File: config.mk
export PLATFORM = sky130hd
export DESIGN_NAME = lsu_lane_align
export DESIGN_NICKNAME = d
export VERILOG_FILES = /design/src/rtl/lsu_align_pkg.sv /design/src/rtl/lsu_lane_select.sv /design/src/rtl/lsu_store_pack.sv /design/src/rtl/lsu_load_extract.sv /design/src/rtl/lsu_lane_align.sv
export SDC_FILE = /design/constraint.sdc
export NUM_CORES = 1
export LEC_CHECK = 0
export ABC_AREA = 1
export BUFFER_PORTS_ARGS = -buffer_cell sky130_fd_sc_hd__buf_2
export CAP_MARGIN = 20
export CELL_PAD_IN_SITES_DETAIL_PLACEMENT = 0
export CELL_PAD_IN_SITES_GLOBAL_PLACEMENT = 2
export CORE_AREA = 2 2 113 115
export DETAILED_ROUTE_END_ITERATION = 8
export DIE_AREA = 0 0 115 117
export MAX_ROUTING_LAYER = met4
export PLACE_DENSITY = 0.92
export SYNTH_ARGS = -nofsm -noshare
export SYNTH_HDL_FRONTEND = slang
export SYNTH_SLANG_ARGS = --single-unit
File: constraint.sdc
create_clock -name clk -period 0.8 [get_ports clk]
set_input_delay 0.12 -clock clk [delete_from_list [all_inputs] [get_ports clk]]
set_output_delay 0.12 -clock clk [all_outputs]
set_load 0.1 [all_outputs]
File: src/rtl/lsu_align_pkg.sv
package lsu_align_pkg;

    typedef enum logic [1:0] {
        SZ_BYTE = 2'b00,
        SZ_HALF = 2'b01,
        SZ_WORD = 2'b10,
        SZ_WIDE = 2'b11
    } acc_size_e;

    typedef struct packed {
        logic        vld;
        logic        mis;
        logic [3:0]  be;
        logic [31:0] wdata;
        logic [31:0] rdata;
    } align_state_t;

endpackage

File: src/rtl/lsu_lane_select.sv
module lsu_lane_select
    import lsu_align_pkg::*;
#(
    parameter int unsigned DATA_W = 32
) (
    input  logic [$clog2(DATA_W/8)-1:0]          off_i,
    input  acc_size_e                            size_i,
    input  logic                                 big_i,
    output logic [$clog2(DATA_W/8)-1:0]          byte_lane_o,
    output logic [$clog2(DATA_W/8)-2:0]          half_pair_o,
    output logic                                 mis_o
);
    localparam int unsigned LANES = DATA_W / 8;
    localparam int unsigned OFF_W = $clog2(LANES);
    localparam logic [OFF_W-1:0] LAST = OFF_W'(LANES - 1);

    logic [OFF_W-1:0] half_first;

    always_comb begin
        byte_lane_o = big_i ? (LAST - off_i) : off_i;
        half_first  = big_i ? (LAST - off_i - OFF_W'(1)) : off_i;
        half_pair_o = half_first[OFF_W-1:1];
        unique case (size_i)
            SZ_BYTE: mis_o = 1'b0;
            SZ_HALF: mis_o = off_i[0];
            default: mis_o = (off_i != '0);
        endcase
    end
endmodule

File: src/rtl/lsu_store_pack.sv
module lsu_store_pack
    import lsu_align_pkg::*;
#(
    parameter int unsigned DATA_W = 32
) (
    input  acc_size_e                        size_i,
    input  logic [$clog2(DATA_W/8)-1:0]      byte_lane_i,
    input  logic [$clog2(DATA_W/8)-2:0]      half_pair_i,
    input  logic                             en_i,
    input  logic [DATA_W-1:0]                data_i,
    output logic [DATA_W/8-1:0]              be_o,
    output logic [DATA_W-1:0]                data_o
);
    localparam int unsigned LANES = DATA_W / 8;
    localparam int unsigned OFF_W = $clog2(LANES);

    for (genvar k = 0; k < LANES; k++) begin : g_lane
        localparam logic [OFF_W-1:0] LANE_ID = OFF_W'(k);
        localparam logic [OFF_W-2:0] PAIR_ID = LANE_ID[OFF_W-1:1];
        logic hit;
        always_comb begin
            unique case (size_i)
                SZ_BYTE: hit = (byte_lane_i == LANE_ID);
                SZ_HALF: hit = (half_pair_i == PAIR_ID);
                default: hit = 1'b1;
            endcase
            be_o[k] = en_i & hit;
            unique case (size_i)
                SZ_BYTE: data_o[8*k +: 8] = data_i[7:0];
                SZ_HALF: data_o[8*k +: 8] = data_i[8*(k%2) +: 8];
                default: data_o[8*k +: 8] = data_i[8*k +: 8];
            endcase
        end
    end
endmodule

File: src/rtl/lsu_load_extract.sv
module lsu_load_extract
    import lsu_align_pkg::*;
#(
    parameter int unsigned DATA_W = 32
) (
    input  acc_size_e                        size_i,
    input  logic                             unsigned_i,
    input  logic [$clog2(DATA_W/8)-1:0]      byte_lane_i,
    input  logic [$clog2(DATA_W/8)-2:0]      half_pair_i,
    input  logic                             en_i,
    input  logic [DATA_W-1:0]                word_i,
    output logic [DATA_W-1:0]                data_o
);
    logic [DATA_W-1:0] byte_sh;
    logic [DATA_W-1:0] half_sh;
    logic [7:0]        pick_b;
    logic [15:0]       pick_h;

    always_comb begin
        byte_sh = word_i >> (8 * byte_lane_i);
        half_sh = word_i >> (16 * half_pair_i);
        pick_b  = byte_sh[7:0];
        pick_h  = half_sh[15:0];
        unique case (size_i)
            SZ_BYTE: data_o = {{(DATA_W-8){~unsigned_i & pick_b[7]}}, pick_b};
            SZ_HALF: data_o = {{(DATA_W-16){~unsigned_i & pick_h[15]}}, pick_h};
            default: data_o = word_i;
        endcase
        if (!en_i) begin
            data_o = '0;
        end
    end
endmodule

File: src/rtl/lsu_lane_align.sv
module lsu_lane_align
    import lsu_align_pkg::*;
#(
    parameter int unsigned DATA_W = 32
) (
    input  logic                   clk,
    input  logic                   rst_n,
    input  logic                   req_valid_i,
    input  logic                   req_store_i,
    input  logic [1:0]             req_size_i,
    input  logic                   req_unsigned_i,
    input  logic                   big_endian_i,
    input  logic [1:0]             byte_off_i,
    input  logic [DATA_W-1:0]      store_data_i,
    input  logic [DATA_W-1:0]      load_word_i,
    output logic                   rsp_valid_o,
    output logic                   misaligned_o,
    output logic [DATA_W/8-1:0]    wr_be_o,
    output logic [DATA_W-1:0]      wr_data_o,
    output logic [DATA_W-1:0]      load_data_o
);
    localparam int unsigned LANES = DATA_W / 8;
    localparam int unsigned OFF_W = $clog2(LANES);

    acc_size_e          size;
    logic [OFF_W-1:0]   byte_lane;
    logic [OFF_W-2:0]   half_pair;
    logic               mis;
    logic               st_en;
    logic               ld_en;
    logic [LANES-1:0]   pack_be;
    logic [DATA_W-1:0]  pack_data;
    logic [DATA_W-1:0]  ext_data;
    align_state_t       st_d;
    align_state_t       st_q;

    assign size  = acc_size_e'(req_size_i);
    assign st_en = req_valid_i & req_store_i & ~mis;
    assign ld_en = req_valid_i & ~req_store_i & ~mis;

    lsu_lane_select #(.DATA_W(DATA_W)) u_sel (
        .off_i       (byte_off_i),
        .size_i      (size),
        .big_i       (big_endian_i),
        .byte_lane_o (byte_lane),
        .half_pair_o (half_pair),
        .mis_o       (mis)
    );

    lsu_store_pack #(.DATA_W(DATA_W)) u_pack (
        .size_i      (size),
        .byte_lane_i (byte_lane),
        .half_pair_i (half_pair),
        .en_i        (st_en),
        .data_i      (store_data_i),
        .be_o        (pack_be),
        .data_o      (pack_data)
    );

    lsu_load_extract #(.DATA_W(DATA_W)) u_ext (
        .size_i      (size),
        .unsigned_i  (req_unsigned_i),
        .byte_lane_i (byte_lane),
        .half_pair_i (half_pair),
        .en_i        (ld_en),
        .word_i      (load_word_i),
        .data_o      (ext_data)
    );

    always_comb begin
        st_d       = '0;
        st_d.vld   = req_valid_i;
        st_d.mis   = req_valid_i & mis;
        st_d.be    = pack_be;
        st_d.wdata = req_valid_i ? pack_data : '0;
        st_d.rdata = ext_data;
    end

    always_ff @(posedge clk or negedge rst_n) begin
        if (!rst_n) begin
            st_q <= '0;
        end else begin
            st_q <= st_d;
        end
    end

    assign rsp_valid_o  = st_q.vld;
    assign misaligned_o = st_q.mis;
    assign wr_be_o      = st_q.be;
    assign wr_data_o    = st_q.wdata;
    assign load_data_o  = st_q.rdata;

    a_r4_byte_onehot: assert property (@(posedge clk) disable iff (!rst_n)
        (req_valid_i && req_store_i && req_size_i == 2'b00) |=> ($countones(wr_be_o) == 1));

    a_r4_half_twohot: assert property (@(posedge clk) disable iff (!rst_n)
        (req_valid_i && req_store_i && req_size_i == 2'b01 && !byte_off_i[0])
        |=> (wr_be_o == 4'b0011 || wr_be_o == 4'b1100));

    a_r8_misaligned_quiet: assert property (@(posedge clk) disable iff (!rst_n)
        (req_valid_i && req_size_i != 2'b00 && byte_off_i != 2'b00
         && !(req_size_i == 2'b01 && !byte_off_i[0]))
        |=> (misaligned_o && wr_be_o == '0 && load_data_o == '0));

    a_r9_idle_quiet: assert property (@(posedge clk) disable iff (!rst_n)
        !req_valid_i |=> (!rsp_valid_o && wr_be_o == '0 && load_data_o == '0));

    a_r7_unsigned_byte_zero: assert property (@(posedge clk) disable iff (!rst_n)
        (req_valid_i && !req_store_i && req_unsigned_i && req_size_i == 2'b00)
        |=> (load_data_o[DATA_W-1:8] == '0));

    a_r6_signed_byte_fill: assert property (@(posedge clk) disable iff (!rst_n)
        (req_valid_i && !req_store_i && !req_unsigned_i && req_size_i == 2'b00)
        |=> (load_data_o[DATA_W-1:7] == '0 || load_data_o[DATA_W-1:7] == '1));

endmodule

==> PnR_summary.wiki <==
{| class="wikitable"
! Metric !! Value
|-
| Number of sinks handled by clock tree synthesis || 70
|-
| Vias/cell || 4.56
|-
| Clock H-tree levels || 3
|-
| Number of antenna repair diodes || 0
|-
| Critical-path cell list || buf_12
|-
| Yosys top cell area share || between 50% and 60%
|-
| Proportion of register bits with asynchronous set or reset after synthesis || 100%
|-
| Final Critical Period || 1050 ps
|-
| EDFF count, synth || 0
|-
| Highest net fanout along the worst path || 1
|-
| Flop pwr share || 32.0%
|-
| HPWL after DPL || 8750 µm
|-
| Crit path launch type || register
|-
| Layout cell share with drive strength beyond 1 || 61.4%
|-
| Least-Margin Pin Slew || 362 ps
|-
| Dominant register cell in the synthesized netlist || dfrtp_1
|-
| Max-cap violations || 0
|-
| Maximum operating frequency || 951 MHz
|-
| Share of total power in the clock network || between 30% and 40%
|-
| Site row count || 41
|-
| Clock Tree Root || clkbuf_16
|-
| Total grt overflow || 0
|-
| Wire length per cell || 15.6 µm
|-
| Number of optimization iterations in the first detailed-route pass || 4
|-
| Critical Path RT || just under 700 ps
|-
| Die outline width || 115 µm
|-
| Port Buffers || 143
|-
| Layout filler cell count || 1081
|-
| Die span in y || 117 µm
|-
| NetSw || 3920 µW
|-
| Total Die Area || 13500 µm²
|-
| Worst endpoint data arrival time || 930 ps
|-
| CTS tree || done
|-
| Floorplan Core Area || 12300 µm²
|-
| Count of boundary I/O pins || 144
|-
| Number of antenna violations at the first check in global routing || 0
|-
| Library cell occupying the most area in the post-synthesis netlist || dfrtp_1
|-
| Cell-internal power || about 8000 µW
|-
| Cells after Synth || 389
|-
| Maximum count of clock buffers along a single path || 2
|-
| Iter 0 DRT Violations || 144
|-
| Net total in the final layout || roughly 660
|-
| Slowest Stage Delay on Critical Path || between 400 and 500 ps
|-
| Critical path class || register to primary output
|-
| Sequential area share after synthesis || 52.6%
|-
| Total number of yosys warnings || 0
|-
| Slowest cell on the critical path || dfrtp_2
|-
| End-of-flow core utilization || 52.6%
|-
| Total nets after synthesis || 464
|-
| Category of the worst setup path capture point || primary output
|-
| Overall via count from detail_route || roughly 3.4k
|-
| Number of max-slew violations in the final report || 0
|-
| Last weighted congestion value of the routability-driven placer || 0.846
|-
| Worst setup margin || -252 ps
|-
| CP bufs+invs || 1
|-
| Starting Density || 27.1%
|-
| Total count of hold-check failures in the final report || 0
|-
| Switch share || 32.4%
|-
| Clock-pin slew on the worst setup and hold paths || about 60 ps
|-
| P&R area growth vs syn || 94.3%
|-
| Failing checks || setup timing
|-
| Final setup violating endpoints || approximately 100
|-
| Count of different cell masters after synthesis || 30
|-
| RSZ-0062 raised after global routing || yes
|-
| Status || finished, violations left
|-
| Yosys reg bits || 70
|-
| Via count of the first global-routing pass || 3503
|-
| Syn_area_per_cell || 8.57 µm²
|-
| Final worst-path cycle share || 131%
|-
| Comb power frac || about 29%
|-
| Leading post-synthesis cells by cell area || dfrtp_1, nand2_1, inv_1, a21oi_1, o21ai_0
|-
| Power per Cell Area || 1870 nW/µm²
|-
| Total global-route track usage || roughly 18%
|-
| Class of the tightest hold or removal check || input port to register
|-
| Cell with the most instances after synthesis || nand2_1
|-
| Top cells by instance count after synthesis || nand2_1, dfrtp_1, inv_1
|-
| Cell class contributing the biggest share of worst-path delay || flip-flops
|-
| CTS buffer count || 9
|-
| Detail Route Antenna Nets || 0
|-
| Residual DRC || 0
|-
| Worst max-slew margin expressed relative to the limit || roughly 76%
|-
| First-pass GRT wire length || 18000 µm
|-
| Largest vdd supply drop || 917 µV
|-
| Cell Area, Synth || 3330 µm²
|-
| LEAKAGE || between 0.003 and 0.004 µW
|-
| Sum of negative setup slack || -22830 ps
|-
| Wire length reported by the detailed router || around 11000 µm
|-
| Largest net degree at the start of global routing || 43
|}
-- cell families after synthesis --
kind of cell | after synthesis | synth area share [%]
and+or+nand+nor | 167 | 25.0
DFF | 70 | 52.6
AOI/OAI and AO/OA | 78 | 12.5
buffers and inverters | 73 | 9.57
adders and majority gates | 1 | 0.375
-- metrics by stage --
step / instances / hold slack, ps / cell area [µm²] / setup slack [ps] / power, µW
3_3_place_gp: 709 / 125 / 5710 / -645 / 7240
2_1_floorplan: 389 / -176 / 3500 / -390 / 5780
6_report: 736 / 28.3 / 6470 / -252 / 12100
5_1_grt: 736 / 15.1 / 6470 / -298 / 12600
4_1_cts: 735 / 16.3 / 6360 / -268 / 12200
3_5_place_dp: 709 / 126 / 5710 / -668 / 7270
-- layer usage --
layer | part of all wire, % | vias to the layer above | global-route usage, %
met5 | 0 | - | -
met4 | 1.3 | 0 | 4.90
met3 | 7.5 | 13 | 4.33
met2 | 50 | 140 | 31.2
met1 | 41 | 1599 | 21.7
li1 | - | 1606 | -
-- what timing repair did --
action	CTS	global route
endpoints found under the hold margin	74	0
endpoints found under the setup margin	115	115
buffers inserted	3	2
pin swaps	21	20
cloned	2	0
hold buffers	5	0
resized for setup	66	29
-- worst paths after layout --
| check | start | to | slack, ps | cells after the start |
|---|---|---|---|---|
| worst max-delay path | load_data_o[6]$_DFF_PN0_ | load_data_o[6] | -250 | 1 |
| max in group asynchronous | rst_n | wr_data_o[23]$_DFF_PN0_ | 220 | 3 |
| worst min-delay path | store_data_i[5] | wr_data_o[5]$_DFF_PN0_ | 30 | 3 |
| min in group asynchronous | rst_n | wr_data_o[5]$_DFF_PN0_ | 320 | 3 |
-- cell type report --
class	count	area [µm²]	share of cell area, %
inverters	56	239	3.69
well taps	150	188	2.90
clock buffers	11	243	3.75
multi-input cells	246	1480	22.8
repair buffers	197	2380	36.8
flip-flops and latches	70	1830	28.2
clock inverters	5	106	1.64
repair inverters	1	11.3	0.174
-- power groups by stage --
stage               Clock (µW)  Sequential, µW  Combinational, µW
detailed placement           0            3950               3310
finish                    4700            3890               3550
global placement             0            3950               3290
floorplan                    0            5080                702
global route              4950            3900               3730
CTS                       4790            3890               3490
-- cells in the final DEF (no fill, tap or decap), types with 2 or more instances in the layout --
cell type      Yosys  layout
inv_2              5       4
bufinv_16          0       3
dfrtp_2            0      60
nand3_1           25      19
inv_1             48      45
dlygate4sd3_1      0       5
buf_6              2      11
nor2_1            23      11
buf_12             1      80
o21ai_0           31      22
o211ai_1           7       7
buf_8              0       3
clkbuf_16          0       9
inv_8              0       2
o21ai_1            3       4
nand2_4            5       6
a21oi_2            0      12
nor2_2             1      10
nand3_2            0       6
inv_4              1       3
nand2_1           90      76
buf_4              2      28
buf_2              2      69
nand2_2            7      20
dfrtp_1           70      10
a21oi_1           35      23
nor2_4            11      14
o21ai_2            2       9
-- sequential cells by signal, indices dropped and copies added, names as in the netlist --
register	flops
load_data_o	32
misaligned_o	1
rsp_valid_o	1
wr_be_o	4
wr_data_o	32
Note: power is estimated with default switching activity, not from simulation.
